**src/rtl/cas_al_sched.sv**
```systemverilog
module cas_al_sched #(
  parameter int NBANK  = 8,
  parameter int COL_W  = 10,
  parameter int MAX_AL = 6,
  parameter int TRCD   = 4,
  parameter int TCCD   = 2,
  localparam int BANK_W = $clog2(NBANK),
  localparam int AL_W   = $clog2(MAX_AL + 1),
  localparam int ENT_W  = COL_W + BANK_W + 5,
  localparam int AGE_W  = $clog2(TRCD + 1) + 1,
  localparam int GAP_W  = $clog2(TCCD + 1) + 1
) (
  input  logic              clk,
  input  logic              rst_n,
  input  logic              act_valid,
  input  logic [BANK_W-1:0] act_bank,
  input  logic              col_valid,
  input  logic              col_write,
  input  logic [BANK_W-1:0] col_bank,
  input  logic [COL_W-1:0]  col_addr,
  input  logic [AL_W-1:0]   al_set,
  output logic              iss_valid,
  output logic              iss_write,
  output logic [BANK_W-1:0] iss_bank,
  output logic [COL_W-1:0]  iss_col,
  output logic              iss_rcd_err,
  output logic              iss_ccd_err,
  output logic              iss_closed_err
);

  // entry: {valid, write, bank, col, rcd, ccd, closed}
  logic [ENT_W-1:0]  pipe [MAX_AL];
  logic [ENT_W-1:0]  out_q;
  logic [MAX_AL-1:0] busy;
  logic [AL_W-1:0]   al_q;
  logic [NBANK-1:0]  open_q;
  logic [AGE_W-1:0]  age_q [NBANK];
  logic [GAP_W-1:0]  gap_q;
  logic              seen_q;

  logic             hit_open, rcd_bad, ccd_bad, al_take;
  logic [ENT_W-1:0] new_ent;

  for (genvar i = 0; i < MAX_AL; i++) begin : g_busy
    assign busy[i] = pipe[i][ENT_W-1];
  end

  assign hit_open = open_q[col_bank];
  assign rcd_bad  = hit_open && ((int'(age_q[col_bank]) + 1 + int'(al_q)) < TRCD);
  assign ccd_bad  = seen_q && ((int'(gap_q) + 1) < TCCD);
  assign new_ent  = {1'b1, col_write, col_bank, col_addr, rcd_bad, ccd_bad, !hit_open};
  assign al_take  = (busy == '0) && !col_valid && (int'(al_set) <= MAX_AL);

  always_ff @(posedge clk or negedge rst_n) begin
    if (!rst_n) begin
      for (int i = 0; i < MAX_AL; i++) pipe[i] <= '0;
      out_q <= '0;
    end else begin
      for (int i = 0; i < MAX_AL; i++) begin
        if (col_valid && al_q == AL_W'(i + 1)) pipe[i] <= new_ent;
        else if (i == MAX_AL - 1)              pipe[i] <= '0;
        else                                   pipe[i] <= pipe[i+1];
      end
      out_q <= (col_valid && al_q == '0) ? new_ent : pipe[0];
    end
  end

  always_ff @(posedge clk or negedge rst_n) begin
    if (!rst_n) begin
      al_q   <= '0;
      open_q <= '0;
      gap_q  <= '0;
      seen_q <= 1'b0;
      for (int b = 0; b < NBANK; b++) age_q[b] <= '0;
    end else begin
      if (al_take) al_q <= al_set;
      for (int b = 0; b < NBANK; b++) begin
        if (act_valid && act_bank == BANK_W'(b)) begin
          age_q[b]  <= '0;
          open_q[b] <= 1'b1;
        end else if (int'(age_q[b]) < TRCD) begin
          age_q[b] <= age_q[b] + 1'b1;
        end
      end
      if (col_valid) begin
        gap_q  <= '0;
        seen_q <= 1'b1;
      end else if (int'(gap_q) < TCCD) begin
        gap_q <= gap_q + 1'b1;
      end
    end
  end

  assign iss_valid      = out_q[ENT_W-1];
  assign iss_write      = out_q[ENT_W-2];
  assign iss_bank       = out_q[ENT_W-3 -: BANK_W];
  assign iss_col        = out_q[COL_W+2:3];
  assign iss_rcd_err    = out_q[2];
  assign iss_ccd_err    = out_q[1];
  assign iss_closed_err = out_q[0];

  AST_AL_RANGE: assert property (@(posedge clk) disable iff (!rst_n) int'(al_q) <= MAX_AL);
  AST_AL_HOLD: assert property (@(posedge clk) disable iff (!rst_n) (busy != '0) |=> al_q == $past(al_q));
  AST_AL0_DIRECT: assert property (@(posedge clk) disable iff (!rst_n)
    (col_valid && al_q == '0) |=> (iss_valid && iss_col == $past(col_addr) && iss_bank == $past(col_bank) && iss_write == $past(col_write)));
  AST_CLOSED_FLAG: assert property (@(posedge clk) disable iff (!rst_n)
    (col_valid && al_q == '0 && !open_q[col_bank]) |=> (iss_closed_err && !iss_rcd_err));
  AST_IDLE_QUIET: assert property (@(posedge clk) disable iff (!rst_n)
    !iss_valid |-> !(iss_rcd_err || iss_ccd_err || iss_closed_err || iss_write));
  AST_DRAIN_EMPTY: assert property (@(posedge clk) disable iff (!rst_n)
    (busy == '0 && !col_valid) |=> !iss_valid);

endmodule

```
**config.mk**
```make
export PLATFORM = sky130hd
export DESIGN_NAME = cas_al_sched
export DESIGN_NICKNAME = d
export VERILOG_FILES = /design/src/rtl/cas_al_sched.sv
export SDC_FILE = /design/constraint.sdc
export NUM_CORES = 1
export LEC_CHECK = 0
export ABC_AREA = 1
export BUFFER_PORTS_ARGS = -buffer_cell sky130_fd_sc_hd__buf_2
export CORE_MARGIN = 2
export CORE_UTILIZATION = 50
export CTS_CLUSTER_DIAMETER = 150
export DETAILED_ROUTE_END_ITERATION = 8
export PLACE_DENSITY = 0.75
export SLEW_MARGIN = 20
export SYNTH_ARGS = -nofsm -noshare
export SYNTH_HDL_FRONTEND = slang
export SYNTH_SLANG_ARGS = --single-unit
```
**constraint.sdc**
```tcl
create_clock -name clk -period 1.7 [get_ports clk]
set_input_delay 0.34 -clock clk [delete_from_list [all_inputs] [get_ports clk]]
set_output_delay 0.34 -clock clk [all_outputs]
set_load 0.005 [all_outputs]
```
==> metrics, run 1 <==
outcome finished, violations left; failing checks negative setup slack; Syn. warnings 0; quantity of I/O buffers inserted on ports a little over 40; P_leak roughly 3.9 nW; drt total wl approximately 13000 µm; worst-path fanout max 7; Top FF cell, synth dfrtp_1; number of diodes 0; core footprint roughly 13000 µm²; Root Buffer clkbuf_16; most frequent cells in the layout 173 x dfrtp_1, 158 x nand2_1, 87 x o21ai_1, 65 x nor2_1, 55 x inv_1; gr usage total 0.202; number of max-cap violations 0; RR Endpoint pipe[56]; layout cells sized above 1 0.168; fmax 559 MHz; Min-Delay Endpoint gap_q[1]; Synth Net Count approximately 740; Final Max Slew Viols 0; ys async rst share 1.00; synthesized area per cell about 9.6 µm²; unrepaired setup endpoints after global routing yes; global-route wire length before repair 23100 µm; Crit path largest cell delay roughly 0.37 ns; CP max stage cell dfrtp_1; initial DRC count roughly 350; Max VDD drop between 0.0007 and 0.0008 V; reg2reg path depth 10; Rel. slew slack 0.616; vias in the first global route about 5000; endpoints failing hold 0; Yosys cell types 26; Non-Filler Instances around 960; Hold Path Class primary input to flop; sequential standard cell area around 4300 µm²; Crit path required time slightly above 2 ns; Critical Path End Type flop; Site Rows 42; Nets between 800 and 900; worst hold path depth 2; Final Util 0.595; Post-synth EDFFs 0; total gr overflow 0; Power, Total roughly 12 mW; Setup violations, final 7; worst r2r src age_q[6]; Inst Count DP slightly above 900; crit path cell chain o21ai_1 > o22ai_1 > nor2_1 > a31oi_1 > ha_1 > nor3_2 > nand3_2 > nor2_4 > nand3_1 > nand2_1; CTS tree yes; Synth Instances between 700 and 800; setup slack at placement -0.303 ns; Critical Path Source Type flop; Via density 5.15; die width 121 µm; hold path start col_valid; Power Density around 1600 nW/µm²; DRC 0; DP HPWL slightly below 9000 µm; final worst path period share 1.05; initial antenna violation count 0; DIE AREA 14500 µm²; Die Ht between 100 and 150 µm; initial core utilization 0.513; #FFs+latches synth between 150 and 200; Area after DPL 7310 µm²; H-Tree Depth 4; RePlAce Congestion 0.848; Clock Sinks 173; most common cell after layout, fill and taps aside dfrtp_1; DRT antenna net count 0; design area 7880 µm²; Clock Pin Slew Worst Setup and Hold Paths ~0.060 ns; IO Count 42; R2R setup slack -0.09 ns; post-route setup slack -0.0892 ns; CTS Buffer Depth 2; Data arrival, critical path approximately 2.2 ns; Area growth syn-to-layout 16.0%; largest net degree at the start of global routing 51; average wire per standard cell 13.9 µm; via count ~5000; clock skew 0.00944 ns; Initial DRT Pass Iterations 5; Mapped Area around 6800 µm²; Seq/Total Area, Yosys 0.638; Final TNS setup -0.549 ns; worst setup path class flop to flop; Period minus WS final between 1.5 and 2 ns; area of the multi-input gates between 2000 and 2500 µm²; CTS Buf Count 17; Hold WS 0.165 ns; Clk Latency, worst-skew pair 0.43 ns; Fillers between 1000 and 1500; worst slew pin tran 0.575 ns
Yosys cell counts (2+ instances only):
cell type / instances / area [µm²]
buf_6: 2 / 22.5
o21a_1: 7 / 52.6
nand2_1: 159 / 597
inv_1: 58 / 218
dfrtp_1: 173 / 4330
inv_2: 11 / 41.3
o211ai_1: 2 / 15.0
nor3_1: 4 / 20.0
o21ai_0: 31 / 155
nor2_2: 4 / 25.0
clkbuf_1: 12 / 45.0
buf_2: 12 / 60.1
o21ai_1: 82 / 410
a31oi_1: 2 / 12.5
ha_1: 11 / 138
nor2_1: 65 / 244
a21oi_1: 32 / 160
nand3_1: 24 / 120
or2_2: 11 / 68.8
cells by family after synthesis:
family,count (synthesis),synth area share
AND/OR/NAND/NOR,272,0.164
AO/OA/AOI/OAI,158,0.121
adder cells (fa/ha/maj),11,0.0203
flip-flops,173,0.638
buffers and inverters,95,0.0569
report_power, final:
part           internal [mW]  switching [mW]  total (mW)
Sequential              5.25           0.587        5.84
Clock                   1.89            1.65        3.54
Combinational           1.19            1.75        2.94
Total                   8.33            3.98        12.3
final cells by class:
type | count | area share
clock inverters | 13 | 0.0132
inverters | 69 | 0.0337
clock buffers | 18 | 0.0545
repair buffers | 66 | 0.0558
multi-input cells | 441 | 0.265
flip-flops and latches | 173 | 0.550
well taps | 176 | 0.0280
sequential cells by signal, summed over array words and instances (netlist names):
register,count
gap_q,3
out_q,18
seen_q,1
al_q,3
pipe,102
busy,6
open_q,8
age_q,32
routing by layer:
layer,global-route usage,up-vias,share of wire
met4,0.0618,0,0.016
met2,0.352,96,0.52
met1,0.244,2410,0.43
li1,-,2392,-
met5,0,-,0
met3,0.0557,27,0.039
worst max path at each step:
stage / depth (start not counted) / endpoint / startpoint / slack [ns]
3_3_place_gp: 11 / out_q[2] / col_bank[0] / -0.18
4_1_cts: 10 / pipe[56] / age_q[6] / -0.08
2_1_floorplan: 11 / pipe[2] / col_bank[1] / 0.006
6_report: 10 / pipe[56] / age_q[6] / -0.09
5_1_grt: 10 / pipe[2] / age_q[22] / -0.21
3_5_place_dp: 11 / pipe[56] / col_bank[0] / -0.30
worst max-delay path: cells and delay by family, from the launching register on:
family,cells,cell delay (ns)
fa+ha+maj,1,0.27
simple gates,6,0.64
compound gates,3,0.44
flops,1,0.37
timing repair:
action,in CTS,in global routing
hold buffers,1,0
buffers inserted,1,1
resized for setup,2,5
endpoints found under the hold margin,17,0
setup endpoints to repair,7,7
pin swaps,0,2
gates cloned,0,0
No activity file was read; power rests on OpenSTA's default activity.
==> inputs of run 2 (changes only) <==
--- a/config.mk
+++ b/config.mk
@@ -12,6 +12,7 @@
 export CTS_CLUSTER_DIAMETER = 150
 export DETAILED_ROUTE_END_ITERATION = 8
 export PLACE_DENSITY = 0.75
+export RECOVER_POWER = 50
 export SLEW_MARGIN = 20
 export SYNTH_ARGS = -nofsm -noshare
 export SYNTH_HDL_FRONTEND = slang
==> metrics, run 2 (synthesized netlist as in run 1, its figures left out) <==
average wire per standard cell 13.9 µm (about the same); initial DRC count 355 (+0.85%); core footprint 13200 µm² (unchanged); endpoints failing hold 0 (unchanged); DRT antenna net count 0 (unchanged); via count 4923 (-0.041%); failing checks negative setup slack; Data arrival, critical path 2.15 ns (about the same); number of diodes 0 (unchanged); P_leak 3.89 nW (-0.44%); worst setup path class flop to flop; Site Rows 42 (unchanged); unrepaired setup endpoints after global routing yes; H-Tree Depth 4 (unchanged); layout cells sized above 1 0.165 (-0.00256); IO Count 42 (unchanged); Clk Latency, worst-skew pair 0.43 ns (about the same); quantity of I/O buffers inserted on ports 41 (unchanged); DIE AREA 14500 µm² (unchanged); Nets 803 (unchanged); setup slack at placement -0.303 ns (unchanged); Hold Path Class primary input to flop; RePlAce Congestion 0.848 (unchanged); Sw Ratio 0.323 (-0.000947); part of the power in combinational logic 0.238 (about the same); Period minus WS final 1.79 ns (+0.00211 ns); Max VDD drop 0.000702 V (-0.13%); Setup violations, final 7 (unchanged); worst-path fanout max 7 (unchanged); Initial DRT Pass Iterations 5 (unchanged); worst hold path depth 2 (unchanged); Rel. slew slack 0.602 (-0.0137); Internal 8.32 mW (-0.16%); Regs by FF count pipe (102), age_q (32), out_q (18); initial antenna violation count 0 (unchanged); most common cell after layout, fill and taps aside dfrtp_1; die width 121 µm (unchanged); drt total wl 13300 µm (about the same); Die Ht 121 µm (unchanged); Root Buffer clkbuf_16; vias in the first global route 5048 (unchanged); global-route wire length before repair 23100 µm (unchanged); CTS Buf Count 17 (unchanged); Clock Pin Slew Worst Setup and Hold Paths 0.06 ns (about the same); post-route setup slack -0.0913 ns (-0.00211 ns); Crit path required time 2.06 ns (about the same); Largest Register pipe; Area growth syn-to-layout 15.3%; CTS tree yes; Reg power frac 0.475 (about the same); largest net degree at the start of global routing 51 (unchanged); gr usage total 0.202 (unchanged); max FFs per register 102 (unchanged); Critical Path End Type flop; Fillers 1101 (+0.82%); Power, Total 12.3 mW (-0.29%); Critical Path Source Type flop; clock skew 0.0110 ns (+0.00152 ns); CTS Buffer Depth 2 (unchanged); DRC 0 (unchanged); clock share of power 0.287 (about the same); Power Density 1570 nW/µm² (+0.28%); Final Max Slew Viols 0 (unchanged); number of max-cap violations 0 (unchanged); reg2reg path depth 10 (unchanged); outcome finished, violations left; most frequent cells in the layout 173 x dfrtp_1, 158 x nand2_1, 87 x o21ai_1, 65 x nor2_1, 56 x inv_1; total gr overflow 0 (unchanged); Via density 5.15 (about the same); P_sw 3.96 mW (-0.59%); fmax 558 MHz (-0.12%); worst slew pin tran 0.596 ns (+0.0213 ns); Hold WS 0.164 ns (-0.000287 ns); Clock Sinks 173 (unchanged); DP HPWL 8790 µm (unchanged); initial core utilization 0.513 (unchanged); final worst path period share 1.05 (+0.00124)
## run 2: changes by cell type in the layout (fill, tap and decap cells not counted), sizes merged
| cell | previous run | this run |
|---|---|---|
| buf | 65 | 61 |
| clkbuf | 18 | 22 |
## run 2: through the flow
step / util / TNS (ns) / std cells / cell area, µm²
floorplan: - / 0 / 709 / 6810
global placement: 0.552 / -1.22 / 922 / 7310
detailed placement: 0.552 / -2.03 / 922 / 7310
CTS: 0.593 / -0.441 / 955 / 7860
global route: 0.591 / -1.32 / 956 / 7830
finish: 0.591 / -0.548 / 956 / 7830
## run 2: routing by layer
metal	global-route usage	up-vias	wire length (µm)
met3	0.0557	26	579
met5	0	-	0
met4	0.0618	0	190
met1	0.244	2405	5610
met2	0.352	101	6870
li1	-	2391	-
## run 2: worst paths after layout
path	start	endpoint	slack (ns)
worst max-delay path	age_q[6]	pipe[56]	-0.09
worst min-delay path	col_valid	gap_q[1]	0.16
worst max register to register	age_q[6]	pipe[56]	-0.09
worst min register to register	pipe[23]	pipe[41]	0.45
max in group asynchronous	rst_n	pipe[4]	0.29
min in group asynchronous	rst_n	gap_q[2]	0.41
## run 2: timing repair
item,in CTS,in global routing
setup endpoints to repair,7,7
setup buffers,1,1
hold buffers,1,0
pin swaps,0,2
hold endpoints to repair,17,0
resized for setup,2,5
## run 2: power groups by stage
stage	clock (mW)	sequential, mW	combinational (mW)
2_1_floorplan	0	5.73	2.08
3_3_place_gp	0	5.84	2.68
3_5_place_dp	0	5.90	2.89
4_1_cts	3.58	5.84	2.95
5_1_grt	3.78	5.95	3.38
6_report	3.53	5.83	2.92
## run 2: final cells by class
class,count,area (µm²),area share
sequential,173,4330,0.553
tap,176,220,0.0281
clock buffer,18,429,0.0548
multi-input combinational,441,2090,0.267
inverter,69,265,0.0339
clock inverter,13,104,0.0133
timing repair buffer,66,394,0.0503
## run 2: critical path: stages (launching register included)
cell,delay [ns]
dfrtp_1,0.37
o21ai_1,0.09
o22ai_1,0.18
nor2_1,0.06
a31oi_1,0.17
ha_1,0.27
nor3_2,0.14
nand3_2,0.11
nor2_4,0.17
nand3_1,0.09
nand2_1,0.07
==> inputs of run 3 (changes only) <==
--- a/config.mk
+++ b/config.mk
@@ -12,8 +12,9 @@
 export CTS_CLUSTER_DIAMETER = 150
 export DETAILED_ROUTE_END_ITERATION = 8
 export PLACE_DENSITY = 0.75
-export RECOVER_POWER = 50
+export RECOVER_POWER = 25
 export SLEW_MARGIN = 20
 export SYNTH_ARGS = -nofsm -noshare
 export SYNTH_HDL_FRONTEND = slang
 export SYNTH_SLANG_ARGS = --single-unit
+export TNS_END_PERCENT = 10
==> metrics, run 3 (synthesized netlist as in run 1, its figures left out) <==
outcome finished, violations left; failing checks negative setup slack; Largest Register pipe; DRT antenna net count 0 (unchanged); area of the multi-input gates 2090 µm² (+0.12%); total gr overflow 0 (unchanged); CTS tree yes; Data arrival, critical path 2.13 ns (-0.02 ns); Power Density 1590 nW/µm² (+1.1%); most frequent cells in the layout 173 x dfrtp_1, 159 x nand2_1, 86 x o21ai_1, 65 x nor2_1, 56 x inv_1; Nets 802 (-0.12%); Site Rows 42 (unchanged); H-Tree Depth 4 (unchanged); worst-path fanout max 7 (unchanged); Initial DRT Pass Iterations 5 (unchanged); IO Count 42 (unchanged); endpoints failing hold 0 (unchanged); Regs by FF count pipe (102), age_q (32), out_q (18); Clock Sinks 173 (unchanged); DP HPWL 8900 µm (+1.3%); GRT Max-Usage Layer met2; initial DRC count 323 (-9.0%); routing usage on met2 0.350 (-0.00177); Clock Pin Slew Worst Setup and Hold Paths 0.06 ns (about the same); die width 121 µm (unchanged); GR Util met3 0.0486 (-0.00708); Hold WS 0.175 ns (+0.0108 ns); setup slack at placement -0.306 ns (-0.00305 ns); clock skew 0.0152 ns (+0.00426 ns); Final Max Slew Viols 0 (unchanged); Via density 5.17 (+0.39%); worst setup path class flop to flop; drt total wl 13400 µm (+0.80%); initial antenna violation count 0 (unchanged); gr usage total 0.201 (-0.000206); Root Buffer clkbuf_16; met1 usage 0.239 (-0.00483); P_leak 3.91 nW (+0.54%); vias in the first global route 4929 (-2.4%); Critical Path End Type flop; layout cells sized above 1 0.163 (-0.00256); CTS Buffer Depth 2 (unchanged); unrepaired setup endpoints after global routing yes; Hold Path Class primary input to flop; final worst path period share 1.04 (-0.0127); Clk Latency, worst-skew pair 0.43 ns (about the same); fmax 565 MHz (+1.2%); worst slew pin tran 0.698 ns (+0.102 ns); most common cell after layout, fill and taps aside dfrtp_1; number of diodes 0 (unchanged); Area growth syn-to-layout 16.1%; Fillers 1075 (-2.4%); via count 4942 (+0.39%); Die Ht 121 µm (unchanged); Setup violations, final 7 (unchanged); CTS Buf Count 17 (unchanged); DIE AREA 14500 µm² (unchanged); sequential standard cell area 4330 µm² (unchanged); largest net degree at the start of global routing 53 (+3.9%); Period minus WS final 1.77 ns (-0.0216 ns); quantity of I/O buffers inserted on ports 41 (unchanged); global-route wire length before repair 22700 µm (-1.6%); design area 7880 µm² (+0.66%); core footprint 13200 µm² (unchanged); post-route setup slack -0.0697 ns (+0.0216 ns); number of max-cap violations 0 (unchanged); Max VDD drop 0.000725 V (+3.3%); Area after DPL 7320 µm² (+0.14%); Critical Path Source Type flop; RePlAce Congestion 0.886 (+4.5%); Crit path required time 2.06 ns (about the same); initial core utilization 0.513 (unchanged); DRC 0 (unchanged); max FFs per register 102 (unchanged); average wire per standard cell 14.0 µm (+0.80%); Rel. slew slack 0.534 (-0.0681)
## run 3: critical path: stages, from the launching register on
cell and delay [ns]:
dfrtp_1 0.41, nor2_1 0.13, nor2_1 0.05, o21ai_1 0.09
a31oi_1 0.12, ha_1 0.30, nor3_2 0.12, nand3_2 0.11
nor2_4 0.18, nand3_2 0.10, nand2_1 0.08
## run 3: repair_timing
item / CTS / global route
gates resized for setup: 3 / 5
setup buffers: 1 / 0
pin swaps: 2 / 2
hold buffers: 1 / 0
hold endpoints to repair: 23 / 0
endpoints found under the setup margin: 7 / 7
## run 3: power breakdown
part | leakage [nW] | switching (mW) | internal [mW]
Combinational | 1.38 | 1.78 | 1.20
Sequential | 2.25 | 0.580 | 5.25
Clock | 0.274 | 1.63 | 2.06
Total | 3.91 | 3.99 | 8.51
## run 3: final timing paths
check                               start        to  slack, ns  cells after the start
worst max-delay path            age_q[22]  pipe[92]      -0.07                     10
worst min-delay path            col_valid  gap_q[2]       0.18                      2
worst max register to register  age_q[22]  pipe[92]      -0.07                     10
worst min register to register   pipe[33]  pipe[51]       0.45                      2
max in group asynchronous           rst_n  pipe[26]       0.20                      3
min in group asynchronous           rst_n  pipe[83]       0.49                      2
## run 3: cell type report
type / instances / share of cell area
clock buffer: 20 / 0.0554
clock inverter: 12 / 0.0165
inverter: 69 / 0.0333
multi-input combinational: 441 / 0.265
sequential: 173 / 0.549
tap: 176 / 0.0279
timing repair buffer: 65 / 0.0522
## run 3: per-layer routing
layer,part of all wire,vias up
met5,0,-
met4,0.021,0
met3,0.044,28
met2,0.52,119
met1,0.42,2395
li1,-,2400
## run 3: per-stage QoR
step | setup TNS [ns] | utilization | total power, mW | cells
after CTS | -0.437 | 0.597 | 12.6 | 956
after global placement | -1.17 | 0.553 | 8.54 | 922
after floorplan | -0.173 | - | 7.80 | 709
final | -0.356 | 0.595 | 12.5 | 956
after global routing | -1.86 | 0.595 | 13.3 | 956
after detailed placement | -1.93 | 0.553 | 8.83 | 922
